## config.mk

```make
export PLATFORM = sky130hd
export DESIGN_NAME = vconv_regif
export DESIGN_NICKNAME = d
export VERILOG_FILES = /design/src/rtl/vconv_pkg.sv /design/src/rtl/vconv_ctrl.sv /design/src/rtl/vconv_status.sv /design/src/rtl/vconv_regif.sv
export SDC_FILE = /design/constraint.sdc
export NUM_CORES = 1
export LEC_CHECK = 0
export BUFFER_PORTS_ARGS = -buffer_cell sky130_fd_sc_hd__buf_4
export CORE_UTILIZATION = 48
export DETAILED_ROUTE_END_ITERATION = 8
export MAX_ROUTING_LAYER = met4
export PLACE_DENSITY = 0.77
export SETUP_SLACK_MARGIN = 0.5
export SYNTH_ARGS = -nofsm -noshare
export SYNTH_HDL_FRONTEND = slang
export SYNTH_SLANG_ARGS = --single-unit
export TNS_END_PERCENT = 10
```

## constraint.sdc

```tcl
create_clock -name clk -period 1.25 [get_ports clk]
set_input_delay 0.25 -clock clk [delete_from_list [all_inputs] [get_ports clk]]
set_output_delay 0.25 -clock clk [all_outputs]
set_load 0.05 [all_outputs]
```

## src/rtl/vconv_pkg.sv

```systemverilog
package vconv_pkg;
  // Control/status bit positions (software decodes these)
  localparam int CSR_IE    = 0;
  localparam int CSR_FLAG  = 1;
  localparam int CSR_START = 2;
  localparam int CSR_EN    = 3;

  typedef enum logic [1:0] {
    SEL_RES_LO = 2'd0,
    SEL_RES_HI = 2'd1,
    SEL_CSR    = 2'd2
  } reg_sel_e;
endpackage

```

## src/rtl/vconv_ctrl.sv

```systemverilog
module vconv_ctrl (
  input  logic clk,
  input  logic rst,
  input  logic csr_wr,
  input  logic wr_en_bit,
  input  logic wr_start_bit,
  input  logic wr_ie_bit,
  input  logic conv_done,
  output logic en,
  output logic ie,
  output logic busy,
  output logic conv_req,
  output logic done_ok
);
  logic start_ok;
  logic abort;

  always_comb begin
    start_ok = csr_wr && wr_en_bit && wr_start_bit && !busy;
    abort    = csr_wr && !wr_en_bit;
    done_ok  = conv_done && busy && !abort;
  end

  always_ff @(posedge clk) begin
    if (rst) begin
      en       <= 1'b0;
      ie       <= 1'b0;
      busy     <= 1'b0;
      conv_req <= 1'b0;
    end else begin
      conv_req <= start_ok;
      if (csr_wr) begin
        en <= wr_en_bit;
        ie <= wr_ie_bit;
      end
      if (abort)         busy <= 1'b0;
      else if (start_ok) busy <= 1'b1;
      else if (done_ok)  busy <= 1'b0;
    end
  end

  assert_req_single_R3: assert property (@(posedge clk) disable iff (rst)
    conv_req |=> !conv_req);
  assert_busy_rise_req_R3: assert property (@(posedge clk) disable iff (rst)
    $rose(busy) |-> conv_req);
  assert_no_restart_R5: assert property (@(posedge clk) disable iff (rst)
    (busy && csr_wr && wr_start_bit) |=> !conv_req);
  assert_abort_idle_R6: assert property (@(posedge clk) disable iff (rst)
    (csr_wr && !wr_en_bit) |=> (!busy && !en));
  assert_done_idle_R4: assert property (@(posedge clk) disable iff (rst)
    done_ok |=> !busy);
endmodule

```

## src/rtl/vconv_status.sv

```systemverilog
module vconv_status #(
  parameter int RES_W = 12
) (
  input  logic             clk,
  input  logic             rst,
  input  logic             done_ok,
  input  logic [RES_W-1:0] conv_data,
  input  logic             clr_wr,
  input  logic             irq_ack,
  output logic             flag,
  output logic [RES_W-1:0] result
);
  always_ff @(posedge clk) begin
    if (rst) begin
      flag   <= 1'b0;
      result <= '0;
    end else if (done_ok) begin
      result <= conv_data;
      flag   <= 1'b1;
    end else if (clr_wr || irq_ack) begin
      flag   <= 1'b0;
    end
  end

  assert_capture_R7: assert property (@(posedge clk) disable iff (rst)
    done_ok |=> (flag && result == $past(conv_data)));
  assert_flag_clear_R9: assert property (@(posedge clk) disable iff (rst)
    (!done_ok && (clr_wr || irq_ack)) |=> !flag);
  assert_done_wins_R10: assert property (@(posedge clk) disable iff (rst)
    (done_ok && (clr_wr || irq_ack)) |=> flag);
  assert_result_hold_R6: assert property (@(posedge clk) disable iff (rst)
    !done_ok |=> $stable(result));
endmodule

```

## src/rtl/vconv_regif.sv

```systemverilog
module vconv_regif
  import vconv_pkg::*;
#(
  parameter int DATA_W = 8,
  parameter int RES_W  = 12,
  parameter int ADDR_W = 2
) (
  input  logic              clk,
  input  logic              rst,
  input  logic [ADDR_W-1:0] bus_addr,
  input  logic              bus_wr,
  input  logic [DATA_W-1:0] bus_wdata,
  output logic [DATA_W-1:0] bus_rdata,
  input  logic              glob_ie,
  input  logic              irq_ack,
  output logic              conv_req,
  input  logic              conv_done,
  input  logic [RES_W-1:0]  conv_data,
  output logic              irq
);
  localparam int HI_W  = RES_W - DATA_W;
  localparam int PAD_W = DATA_W - HI_W;

  logic             csr_wr;
  logic             en, ie, busy, flag, done_ok;
  logic [RES_W-1:0] result;
  logic [DATA_W-1:0] rd_lo, rd_hi, rd_csr;

  assign csr_wr = bus_wr && (bus_addr == ADDR_W'(SEL_CSR));

  vconv_ctrl u_ctrl (
    .clk          (clk),
    .rst          (rst),
    .csr_wr       (csr_wr),
    .wr_en_bit    (bus_wdata[CSR_EN]),
    .wr_start_bit (bus_wdata[CSR_START]),
    .wr_ie_bit    (bus_wdata[CSR_IE]),
    .conv_done    (conv_done),
    .en           (en),
    .ie           (ie),
    .busy         (busy),
    .conv_req     (conv_req),
    .done_ok      (done_ok)
  );

  vconv_status #(.RES_W(RES_W)) u_status (
    .clk       (clk),
    .rst       (rst),
    .done_ok   (done_ok),
    .conv_data (conv_data),
    .clr_wr    (csr_wr && bus_wdata[CSR_FLAG]),
    .irq_ack   (irq_ack),
    .flag      (flag),
    .result    (result)
  );

  assign rd_lo = result[DATA_W-1:0];

  generate
    if (PAD_W > 0) begin : g_hi_pad
      assign rd_hi = {{PAD_W{1'b0}}, result[RES_W-1:DATA_W]};
    end else begin : g_hi_full
      assign rd_hi = result[RES_W-1:DATA_W];
    end
  endgenerate

  always_comb begin
    rd_csr            = '0;
    rd_csr[CSR_IE]    = ie;
    rd_csr[CSR_FLAG]  = flag;
    rd_csr[CSR_START] = busy;
    rd_csr[CSR_EN]    = en;
  end

  always_ff @(posedge clk) begin
    if (rst) begin
      bus_rdata <= '0;
    end else begin
      unique case (bus_addr)
        ADDR_W'(SEL_RES_LO): bus_rdata <= rd_lo;
        ADDR_W'(SEL_RES_HI): bus_rdata <= rd_hi;
        ADDR_W'(SEL_CSR):    bus_rdata <= rd_csr;
        default:             bus_rdata <= '0;
      endcase
    end
  end

  assign irq = flag && ie && glob_ie;

  assert_hi_pad_R8: assert property (@(posedge clk) disable iff (rst)
    (bus_addr == ADDR_W'(SEL_RES_HI)) |=> (bus_rdata[DATA_W-1:HI_W] == '0));
  assert_csr_pad_R2: assert property (@(posedge clk) disable iff (rst)
    (bus_addr == ADDR_W'(SEL_CSR)) |=> (bus_rdata[DATA_W-1:CSR_EN+1] == '0));
  assert_irq_gate_R11: assert property (@(posedge clk) disable iff (rst)
    irq |-> (glob_ie && $countones({flag, ie}) == 2));
endmodule

```

-- Yosys cells after proc, flatten, opt, wreduce, memory -nomap -nowiden
Cells that the tools add are included.
- flip-flop bits (word level): 25
- input port bits: 28
- equality and inequality tests: 2
- multiplexer cells: 5
- reductions and logical operators: 18
- operators by type and width (cell ; number):
    one-hot mux 8 bit (3 select lines) ; 1
    logical AND 1 bit ; 10
    2-to-1 mux 1 bit ; 4
    nonzero test 2 bit ; 2
    zero test 1 bit ; 3
    == test 2 x 1 -> 1 bit (second input constant) ; 1
    == test 2 bit (second input constant) ; 1
    zero test 2 bit ; 1
    OR reduction 2 bit ; 1
    logical OR 1 bit ; 1

-- Depth between registers and ports, before layout
- depth in word-level cells: 7
- mapped depth: 5
- depth with buffers taken out: 3

-- Modules after synthesis
Synthesis repeated with hierarchy kept, for this count alone.
- cells, all modules: 92
- area, all modules: 974.7 um^2
- modules (own cells, without submodules) (module ; instances ; cells each ; area each (um^2) ; seq. area each (um^2)):
    vconv_status ; 1 ; 43 ; 478.0 ; 260.2
    vconv_regif ; 1 ; 35 ; 351.6 ; 160.2
    vconv_ctrl ; 1 ; 14 ; 145.1 ; 80.1

-- Worst setup path before layout
OpenSTA, ideal clock, no wires.
- path kind: input-to-reg
- start: in bus_addr[0]
- end: reg u_status.result[10]
- setup time: 0.072 ns
- arrival: 1.082 ns
- required time: 1.178 ns
- slack: 0.096 ns
- stages on the path: 5
- buffers on the path: 2
- cell sequence: buf_6 -> and4bb_4 -> nor2_4 -> buf_12 -> mux2i_1
- word-level cells in the longest chain between the ends: 5
- ends and longest elaborated chain (item ; line ; RTL):
    from (decl) ; vconv_regif.sv:10 ; input logic [ADDR_W-1:0] bus_addr,
    == test 2 bit ; vconv_regif.sv:29 ; assign csr_wr = bus_wr && (bus_addr == ADDR_W'(SEL_CSR));
    logical AND 1 bit ; vconv_regif.sv:29 ;
    logical AND 1 bit ; vconv_ctrl.sv:20 ; abort = csr_wr && !wr_en_bit;
    zero test 1 bit ; vconv_ctrl.sv:21 ; done_ok = conv_done && busy && !abort;
    logical AND 1 bit ; vconv_ctrl.sv:21 ;
    to (signal assigned) ; vconv_status.sv:18 ; result <= conv_data;
    to (decl) ; vconv_status.sv:11 ; output logic [RES_W-1:0] result
Every way passes these cells.
A chain may end at the register's enable or synchronous reset.

-- Worst setup path in the final report
- start: reg u_status.flag
- end: out irq
- word-level cells in the longest chain between the ends: 2
- ends and longest elaborated chain (item ; line ; RTL):
    from (decl) ; vconv_status.sv:10 ; output logic flag,
    from (signal assigned) ; vconv_status.sv:15 ; flag <= 1'b0;
    from (signal assigned) ; vconv_status.sv:19 ; flag <= 1'b1;
    from (signal assigned) ; vconv_status.sv:21 ; flag <= 1'b0;
    logical AND 1 bit (2 in a row) ; vconv_regif.sv:88 ; assign irq = flag && ie && glob_ie;
    to (decl) ; vconv_regif.sv:19 ; output logic irq
Every way passes these cells.

==> qor_table.md <==
| Result | Reported |
|---|---|
| Actual slew at the worst max-slew pin | 263.5 ps |
| Relative slew margins | 82.32% |
| Power Dens Cells | 796.0 nW/µm² |
| First-pass GRT wire length | 3.615 mm |
| Routed len/inst | 13.64 µm |
| Clock transition at the registers of the reported paths | 130 ps |
| Maximum ir drop on the vdd rail | 0.7629 mV |
| ANT cells | 0 |
| Classification of the worst setup path | reg2out |
| Mean area per synthesized cell | 10.73 µm² |
| Global-route usage over all layers | 20.36% |
| Unrepaired setup endpoints after global routing | true |
| R2R depth | 4 |
| Initial antenna violation count | 0 |
| Number of fill cells in the layout | 128 |
| Count of maximum capacitance violations | 0 |
| Category of the worst setup path capture point | output port |
| CTS tree | done |
| Routed via count | 887 |
| Final worst slack | 8.454 ps |
| Top post-synthesis cells by area | dfxtp_1, mux2i_1, nand2b_1 |
| Biggest fanout along the worst timing path | 2 |
| Layout-stage area growth over the synthesis result | 54.02% |
| Synth warn | 0 |
| Post-detailed-routing wire length | 2.401 mm |
| Number of pins with negative max-slew slack in the final report | 0 |
| Die span in y | 49.98 µm |
| Net count reported at finish | 177 |
| Worst min path class | in2reg |
| Latest clock arrival within the worst-skew pair | 320 ps |
| Vias/cell | 5.040 |
| Congestion Overflow GR | 0 |
| Syn Nets | 131 |
| Final critical delay including setup and external delays | 1242 ps |
| Gpl congestion | 0.8229 |
| Detailed-routing iteration count for the pre-antenna-repair pass | 4 |
| Layout cells sized above 1 | 58.11% |
| Hold violation count in the final report | 0 |
| Final cycle utilization of the critical path | 99.32% |
| DP Worst Slack | -65.51 ps |
| Final instance area | 1702 µm² |
| Worst hold margin | 170.8 ps |
| Initial core utilization | 50.43% |
| Crit start category | flip-flop |
| Part of the Yosys area used for sequential elements | 45.30% |
| Area occupied by multi-input gates | 629.4 µm² |
| Gate count of the mapped netlist | 103 |
| Sinks on the clock net | 25 |
| Flop and latch count out of synthesis | 25 |
| DRC viols | 0 |
| Row count | 17 |
| Total leakage power | 0.6660 nW |
| Achievable frequency | 805.4 MHz |
| Number of buffers inserted by port buffering | 33 |
| Largest net degree at the start of global routing | 23 |
| Maximum clock insertion buffer count | 2 |
| Most frequent cells in the layout | buf_4, nand2b_1, dfxtp_2, mux2i_1, buf_8 |
| Number of levels in the clock H-tree | 1 |
| Die ar. | 2498 µm² |
| Sum of internal, switching and leakage power | 1.355 mW |
| Hold_buf cts | 0 |
| Synthesized cell area | 1105 µm² |
| Worst Path Required | 1000 ps |
| Largest area contributor in the synthesized netlist | dfxtp_1 |
| Number of global-route vias before repair | 834 |
| I/O pins | 38 |
| Setup violations, final | 0 |
| Arrival time at the worst endpoint | 990 ps |
| Storage cell area | 523.0 µm² |
| Floorplan Core Area | 2191 µm² |
| CTS root buffer | clkbuf_4 |
| Run status | complete, no violations |
| Horizontal die dimension | 49.98 µm |
| Final setup skew | 3.455 ps |
| Worst hold stages | 3 |
| Count of different cell masters after synthesis | 27 |
| Placed Instance Area | 1398 µm² |
| Proportion of netlist area held by the largest area contributor | 45.30% |
| Initial drt markers | 3 |
| Number of buffers created by CTS | 3 |
| DPL Wire Length | 1.505 mm |
| DRT antenna net count | 0 |
| Most common cell after layout, fill and taps aside | buf_4 |
-- through the flow --
stage | utilization (%) | cells | TNS (ps)
floorplan | - | 103 | 0
global placement | 63.79 | 166 | -360.2
detailed placement | 63.79 | 166 | -561.5
CTS | 69.27 | 176 | 0
global route | 77.67 | 176 | -33.52
finish | 77.67 | 176 | 0
-- flip-flops by register name, summed over array words and instances (netlist names) --
register,flops
u_status.flag,1
u_ctrl.conv_req,1
u_status.result,12
bus_rdata,8
u_ctrl.ie,1
u_ctrl.busy,1
u_ctrl.en,1
-- final timing paths --
check | startpoint | to | slack, ps
setup / recovery | u_status.flag$_SDFFE_PP0P_ | irq | 8
hold / removal | conv_data[1] | u_status.result[1]$_SDFFE_PP0P_ | 170
setup reg to reg | u_ctrl.busy$_SDFFE_PP0P_ | u_ctrl.busy$_SDFFE_PP0P_ | 200
hold reg to reg | u_status.result[6]$_SDFFE_PP0P_ | bus_rdata[6]$_SDFF_PP0_ | 480
-- synthesized netlist by cell type --
cell type / n
a2bb2oi_1: 4
inv_1: 2
nand2b_1: 24
buf_12: 1
nand3b_1: 1
buf_4: 1
a2111oi_4: 1
nor3_1: 1
nand3_1: 1
a311oi_1: 1
and2_1: 4
dfxtp_1: 25
mux2i_1: 17
nand2_1: 2
buf_1: 1
nor2_1: 5
and3_1: 1
nand3_4: 1
a21oi_1: 1
buf_6: 1
o21ai_0: 1
nor2_4: 1
and4bb_4: 1
nor2b_1: 1
clkbuf_1: 2
nor4b_1: 1
o21ba_2: 1
-- layer usage --
layer	wire length, µm	vias to the layer above	part of all wire [%]	global-route usage, %
met2	1306	26	54	35.14
li1	-	437	-	-
met5	0	-	0	-
met3	74	6	3.1	2.778
met1	946	418	39	22.08
met4	73	0	3.0	11.90
-- critical path, cell delays in order (launching register included) --
cell and delay [ps]:
dfxtp_2 350, and3_4 180, buf_8 140
-- logic make-up after synthesis --
logic type / synth area share (%)
and+or+nand+nor: 25.82
DFF: 45.30
muxes: 15.40
AOI/OAI and AO/OA: 8.267
buffers and inverters: 5.210
-- cell type report --
| cell class | count | share of cell area [%] |
|---|---|---|
| multi-input cells | 70 | 36.99 |
| flip-flops and latches | 25 | 30.74 |
| repair buffers | 47 | 28.01 |
| well taps | 28 | 2.059 |
| clock buffers | 3 | 1.324 |
| inverters | 2 | 0.5882 |
| clock inverters | 1 | 0.2941 |
-- power by group --
part	switching, mW	leakage, nW	total (mW)	internal [mW]
Clock	0.236	0.0177	0.356	0.120
Combinational	0.0780	0.437	0.191	0.113
Sequential	0.00427	0.211	0.807	0.803
-- what timing repair did --
item	in CTS	in global routing
endpoints found under the setup margin	33	34
resized for setup	5	58
pin swaps	1	15
setup buffers	5	0
gates cloned	1	0
hold endpoints to repair	0	0
Note: power is estimated with default switching activity, not from simulation.
